**config.mk**
```make
export PLATFORM = sky130hd
export DESIGN_NAME = vend_ctrl
export DESIGN_NICKNAME = d
export VERILOG_FILES = /design/src/rtl/vend_pkg.sv /design/src/rtl/vend_coin_value.sv /design/src/rtl/vend_settle.sv /design/src/rtl/vend_ctrl.sv
export SDC_FILE = /design/constraint.sdc
export NUM_CORES = 1
export LEC_CHECK = 0
export BUFFER_PORTS_ARGS = -buffer_cell sky130_fd_sc_hd__buf_2
export CELL_PAD_IN_SITES_DETAIL_PLACEMENT = 1
export CELL_PAD_IN_SITES_GLOBAL_PLACEMENT = 2
export CORE_AREA = 2 2 39 41
export CTS_BUF_LIST = sky130_fd_sc_hd__clkbuf_4 sky130_fd_sc_hd__clkbuf_8 sky130_fd_sc_hd__clkbuf_16
export DETAILED_ROUTE_END_ITERATION = 8
export DIE_AREA = 0 0 41 43
export PLACE_DENSITY = 0.52
export SLEW_MARGIN = 20
export SYNTH_ARGS = -nofsm -noshare
export SYNTH_HDL_FRONTEND = slang
export SYNTH_SLANG_ARGS = --single-unit
```
**constraint.sdc**
```tcl
create_clock -name clk -period 4.8 [get_ports clk]
set_input_delay 0.48 -clock clk [delete_from_list [all_inputs] [get_ports clk]]
set_output_delay 0.48 -clock clk [all_outputs]
set_load 0.01 [all_outputs]
```
**src/rtl/vend_pkg.sv**
```systemverilog
package vend_pkg;

    typedef enum logic [1:0] {
        COIN_NICKEL  = 2'b00,
        COIN_DIME    = 2'b01,
        COIN_QUARTER = 2'b10,
        COIN_NONE    = 2'b11
    } coin_e;

    // Worth of each coin, counted in 5-cent units
    localparam int unsigned NICKEL_UNITS  = 1;
    localparam int unsigned DIME_UNITS    = 2;
    localparam int unsigned QUARTER_UNITS = 5;

    // Most change that can be paid per event: one dime plus one nickel
    localparam int unsigned CHANGE_CAP_UNITS = DIME_UNITS + NICKEL_UNITS;

    typedef struct packed {
        logic dispense;
        logic ret_nickel;
        logic ret_dime;
    } vend_out_t;

endpackage

```
**src/rtl/vend_coin_value.sv**
```systemverilog
module vend_coin_value
    import vend_pkg::*;
#(
    parameter int unsigned VAL_W = 3
) (
    input  coin_e              code,
    output logic [VAL_W-1:0]   units,
    output logic               legal
);

    always_comb begin
        units = '0;
        legal = 1'b1;
        unique case (code)
            COIN_NICKEL:  units = VAL_W'(NICKEL_UNITS);
            COIN_DIME:    units = VAL_W'(DIME_UNITS);
            COIN_QUARTER: units = VAL_W'(QUARTER_UNITS);
            default:      legal = 1'b0;
        endcase
    end

endmodule

```
**src/rtl/vend_settle.sv**
```systemverilog
module vend_settle
    import vend_pkg::*;
#(
    parameter int unsigned PRICE_UNITS = 4,
    parameter int unsigned CREDIT_W    = 2,
    parameter int unsigned VAL_W       = 3,
    parameter int unsigned SUM_W       = 4
) (
    input  logic [CREDIT_W-1:0] credit,
    input  logic [VAL_W-1:0]    units,
    output logic [CREDIT_W-1:0] credit_next,
    output vend_out_t           outs
);

    logic [SUM_W-1:0] total;
    logic [SUM_W-1:0] excess;
    logic [SUM_W-1:0] give;
    logic [SUM_W-1:0] keep;

    always_comb begin
        total       = SUM_W'(credit) + SUM_W'(units);
        excess      = '0;
        give        = '0;
        keep        = '0;
        outs        = '0;
        credit_next = total[CREDIT_W-1:0];
        if (total >= SUM_W'(PRICE_UNITS)) begin
            excess = total - SUM_W'(PRICE_UNITS);
            give   = (excess > SUM_W'(CHANGE_CAP_UNITS)) ? SUM_W'(CHANGE_CAP_UNITS) : excess;
            keep   = excess - give;
            outs.dispense   = 1'b1;
            outs.ret_nickel = give[0];
            outs.ret_dime   = give[1];
            credit_next     = keep[CREDIT_W-1:0];
        end
    end

endmodule

```
**src/rtl/vend_ctrl.sv**
```systemverilog
module vend_ctrl
    import vend_pkg::*;
#(
    parameter int unsigned PRICE_UNITS = 4
) (
    input  logic       clk,
    input  logic       rst,
    input  logic       coin_valid,
    input  logic [1:0] coin_code,
    output logic       dispense,
    output logic       ret_nickel,
    output logic       ret_dime
);

    localparam int unsigned CREDIT_W = $clog2(PRICE_UNITS);
    localparam int unsigned VAL_W    = $clog2(QUARTER_UNITS + 1);
    localparam int unsigned SUM_W    = ((CREDIT_W > VAL_W) ? CREDIT_W : VAL_W) + 1;

    typedef struct packed {
        logic [CREDIT_W-1:0] credit;
    } state_t;

    state_t              st_d, st_q;
    logic [VAL_W-1:0]    coin_units;
    logic                coin_legal;
    logic [CREDIT_W-1:0] settle_credit;
    vend_out_t           settle_outs;
    vend_out_t           outs_d;
    logic [CREDIT_W-1:0] credit_q;

    vend_coin_value #(.VAL_W(VAL_W)) u_value (
        .code  (coin_e'(coin_code)),
        .units (coin_units),
        .legal (coin_legal)
    );

    vend_settle #(
        .PRICE_UNITS (PRICE_UNITS),
        .CREDIT_W    (CREDIT_W),
        .VAL_W       (VAL_W),
        .SUM_W       (SUM_W)
    ) u_settle (
        .credit      (st_q.credit),
        .units       (coin_units),
        .credit_next (settle_credit),
        .outs        (settle_outs)
    );

    always_comb begin
        st_d   = st_q;
        outs_d = '0;
        if (coin_valid && coin_legal) begin
            st_d.credit = settle_credit;
            outs_d      = settle_outs;
        end
    end

    always_ff @(posedge clk) begin
        if (rst) begin
            st_q <= '0;
        end else begin
            st_q <= st_d;
        end
    end

    assign credit_q   = st_q.credit;
    assign dispense   = outs_d.dispense;
    assign ret_nickel = outs_d.ret_nickel;
    assign ret_dime   = outs_d.ret_dime;

endmodule

```
# After elaboration in Yosys (flattened, before gate mapping)
# Index checks and enable logic that the tools add are counted.
totals:
  ff_bits: 2
  out_inout_bits: 3
  wordCells: 17
op_classes:
  add_sub_neg: 3
  order_cmp: 2
  eq_ne: 2
  n_mux: 6
  reduce_logical: 3
ops:
  columns: ["operator", "count"]
  rows:
  - ["one-hot mux 3 bit (3 select lines)", 1]
  - ["2-to-1 mux 3 bit", 2]
  - ["adder 2 x 3 -> 4 bit", 1]
  - ["greater-or-equal comparator 4 x 3 -> 1 bit (second input constant)", 1]
  - ["> comparator 4 x 2 -> 1 bit (second input constant)", 1]
  - ["2-to-1 mux 2 bit", 2]
  - ["subtractor 4 x 3 -> 4 bit (second input constant)", 1]
  - ["OR reduction 3 bit", 1]
  - ["equality test 2 x 1 -> 1 bit (second input constant)", 1]
  - ["equality test 2 bit (second input constant)", 1]
  - ["zero test 2 bit", 1]
  - ["subtractor 2 bit", 1]
  - ["logical AND 1 bit", 1]
  - ["2-to-1 mux 1 bit", 1]

# Longest topological paths before layout
depth:
  ltp_word: 8
  mapped_depth: 7
  depth_no_buf: 7

# By module
# From an unflattened synthesis, not the netlist that was laid out.
unflattened:
  cells_unflattened: 37
  area_unflattened_um2: 284.0
by_module_without_submodules:
  columns: ["mod", "instances", "cells_each", "area_per_inst_um2", "seq_area_each_um2"]
  rows:
  - ["vend_settle", 1, 22, 158.9, 0.0]
  - ["vend_ctrl", 1, 11, 102.6, 40.0]
  - ["vend_coin_value", 1, 4, 22.5, 0.0]

# Worst setup path before layout
# Ideal clock, no wire load.
synth_path:
  path_type: "input-to-output"
  start: "input coin_code[0]"
  end: "output ret_dime"
  t_arrival_ns: 1.557
  slack_ns: 2.763
  cell_stages: 6
  path_cell_list: "inv_1 -> ha_1 -> fa_1 -> xnor2_1 -> a21oi_1 -> nor2_1"
synth_via:
  elab_chain_len: 8
  word_cells_on_any_way: 14
synth_lines:
  columns: ["item", "line_no", "source"]
  rows:
  - ["start, declared", "vend_ctrl.sv:9", "input logic [1:0] coin_code,"]
  - ["equality test 2 bit (tied with other cells)", "vend_coin_value.sv:14", "unique case (code)"]
  - ["one-hot mux 3 bit (3 select lines)", "vend_coin_value.sv:14", null]
  - ["adder 2 x 3 -> 4 bit", "vend_settle.sv:21", "total = SUM_W'(credit) + SUM_W'(units);"]
  - ["subtractor 4 x 3 -> 4 bit", "vend_settle.sv:28", "excess = total - SUM_W'(PRICE_UNITS);"]
  - ["> comparator 4 x 2 -> 1 bit", "vend_settle.sv:29", "give = (excess > SUM_W'(CHANGE_CAP_UNITS)) ? SUM_W'(CHANGE_CAP_UNITS) : excess;"]
  - ["2-to-1 mux 2 bit", "vend_settle.sv:29", null]
  - ["2-to-1 mux 3 bit", "vend_settle.sv:27", "if (total >= SUM_W'(PRICE_UNITS)) begin"]
  - ["2-to-1 mux 3 bit (*)", "vend_ctrl.sv:52", "if (coin_valid && coin_legal) begin"]
  - ["end, declared", "vend_ctrl.sv:12", "output logic ret_dime"]
# Every way passes the cells marked *; elsewhere a longest branch is shown, timed or not.

# Worst setup path after layout
# Ends and elaborated chain as after synthesis.

==> metrics.md <==
| Metric | Value |
|---|---|
| Status | `finished, final reports clean` |
| GR Overflow Total | `0` |
| Finished Core Util | `0.230` |
| Reg area | `40.0 um^2` |
| Crit-path max FO | `4` |
| I/O pins | `8` |
| Most common cell in the synthesized netlist | `nor2_1` |
| Post-CTS Setup Inserts | `0` |
| Ys Warns | `0` |
| PwrDens | `approximately 260 nW/um^2` |
| Hold Crit Start | `rst` |
| Crit share post-route | `0.488` |
| Root Driver | `clkbuf_4` |
| Mapped Cells | `31` |
| Share of cells above drive strength 1 | `0.293` |
| Largest net degree at the start of global routing | `6` |
| Final net count | `51` |
| Design Area, Final | `about 320 um^2` |
| RSZ-0062 raised after global routing | `no` |
| Syn Area/Cell | `7.75 um^2` |
| Met2 wire len | `between 300 and 400 um` |
| Post-synth top flop | `dfxtp_1` |
| Worst relative slew slack | `0.781` |
| Leak Pwr | `0.153 nW` |
| Die Y | `43 um` |
| RR Endpoint | `credit_q[1]$_SDFFE_PP0P_` |
| Routed length on met3 | `21 um` |
| 1st-pass router iterations | `2` |
| Fill cell count | `175` |
| Post-CTS Hold Buffers | `0` |
| Max IR drop VDD | `0.0705 mV` |
| Clk Latency, worst-skew pair | `0.22 ns` |
| Worst endpoint required time | `4.32 ns` |
| Fmax | `427 MHz` |
| Sum Neg Setup Slack | `0 ns` |
| Worst Tran Pin Value | `0.328 ns` |
| Vias in the first global route | `265` |
| Routed via count | `264` |
| Clk buf depth | `2` |
| Placer Congestion | `~0.75` |
| Number of flip-flops in the largest register | `2` |
| Reg2reg start | `credit_q[0]$_SDFFE_PP0P_` |
| Post-Syn Nets | `39` |
| Final ANT Viol Nets | `0` |
| WHS Endpoint | `credit_q[0]$_SDFFE_PP0P_` |
| CTS buffer count | `3` |
| Flops & latches, synth | `2` |
| Fin Clk Skew | `0.00263 ns` |
| Startpoint types | `input port` |
| Antenna cells | `0` |
| DRT iter0 DRCs | `2` |
| Vias/cell | `between 4 and 5` |
| Fraction of registers with async set/reset | `0` |
| H-tree levels | `1` |
| Drt total wl | `598 um` |
| Crit. End Element | `output pin` |
| Synth area leaders | `dfxtp_1, a21oi_1, ha_1` |
| Final Max Tran Viols | `0` |
| Hold Path Class | `input port to flop` |
| Die ar. | `roughly 1800 um^2` |
| Sequential area share after synthesis | `0.167` |
| Mapped Area | `240 um^2` |
| Fin crit period | `2.34 ns` |
| Layout area overhead | `32.3%` |
| Met1 WL | `265 um` |
| Residual DRC | `0` |
| Top post-synthesis cells by count | `nor2_1, a21oi_1` |
| Starting Density | `0.174` |
| Setup violations, final | `0` |
| Initial antenna violation count | `0` |
| Worst setup path category | `input port to output pin` |
| Hold Path Depth | `2` |
| Die X | `roughly 41 um` |
| Leading area contributor after synthesis | `dfxtp_1` |
| WL/cell | `~10 um` |
| Number of flops mapped to enable cells by yosys | `0` |
| Num rows | `14` |
| Max_cap viols | `0` |
| FF-to-FF path depth | `5` |
| Post-cts repair resize count | `0` |
| Top-area cell type share of the netlist area | `0.167` |
| First-pass GRT wire length | `1090 um` |
| CTS tree | `built` |
| Count of unique library cells instantiated by Yosys | `16` |
| Total Routing Usage GR | `0.0874` |
| WP data arrival | `1.86 ns` |
| Clock transition at path regs | `approximately 0.030 ns` |
| Final Hold Viols | `0` |
| Multi-input logic area | `a little under 200 um^2` |
| Top Metal Used | `met3` |
| Post-DP Area | `295 um^2` |
| CTS Sinks | `2` |
| Core area | `1380 um^2` |
| FF-to-FF setup slack | `3.00 ns` |
| I/O Buffers | `7` |
layer usage:
layer,track usage,vias up
li1,-,130
met1,0.103,129
met2,0.141,5
met3,0.0366,0
met4,0.0200,0
met5,0,-
logic make-up (layout without fill, tap and decap cells):
group,after synthesis,in the layout,share of synthesized area
XOR/XNOR,2,2,0.0729
AO/OA/AOI/OAI,10,10,0.292
buffers and inverters,2,12,0.0313
flip-flops,2,2,0.167
AND/OR/NAND/NOR,12,12,0.250
adder cells (fa/ha/maj),3,3,0.187
worst max-delay path, cell delays in order:
cell,delay [ns]
buf_2,0.11
inv_1,0.06
nor2_1,0.20
ha_1,0.27
a21oi_1,0.29
nor2_1,0.14
a21oi_1,0.14
nor2_1,0.05
buf_2,0.13
cell usage in the layout (no fill, tap or decap):
cell type	n
nand2_1	2
a211oi_1	2
or2_1	1
inv_1	2
xnor2_1	1
a31oi_1	1
o41ai_2	1
nand2b_4	1
a21boi_1	1
ha_1	2
nor2_1	6
buf_2	7
dfxtp_1	2
nand3_1	2
clkbuf_4	3
fa_1	1
a21oi_1	5
xor2_1	1
worst max path at each step:
stage | slack (ns) | cells after the start | startpoint | end
after floorplan | 2.76 | 6 | coin_code[0] | ret_dime
after global placement | 2.52 | 9 | coin_code[0] | ret_dime
after detailed placement | 2.44 | 9 | coin_code[0] | ret_dime
after CTS | 2.43 | 9 | coin_code[0] | ret_dime
after global routing | 2.31 | 9 | coin_code[0] | ret_dime
final | 2.46 | 9 | coin_code[0] | ret_dime
stage by stage:
step / worst slack, ns / hold WS [ns] / cells / power (mW)
global placement: 2.52 / 0.519 / 54 / 0.0459
finish: 2.46 / 0.434 / 57 / 0.0822
detailed placement: 2.44 / 0.513 / 54 / 0.0463
CTS: 2.43 / 0.430 / 57 / 0.0849
floorplan: 2.76 / 0.477 / 31 / 0.0378
global route: 2.31 / 0.443 / 57 / 0.0896
cell type report:
cell class,count,share of cell area
clock buffers,3,0.0709
inverters,2,0.0236
multi-input cells,27,0.606
flip-flops and latches,2,0.126
well taps,16,0.0630
repair buffers,7,0.110
where the power goes:
group | switching, mW | total [mW] | internal (mW)
combinational | 0.0151 | 0.0260 | 0.0109
sequential | 0.00132 | 0.0196 | 0.0183
clock | 0.00908 | 0.0366 | 0.0275
total | 0.0255 | 0.0822 | 0.0567
(Power assumes the default switching activity.)
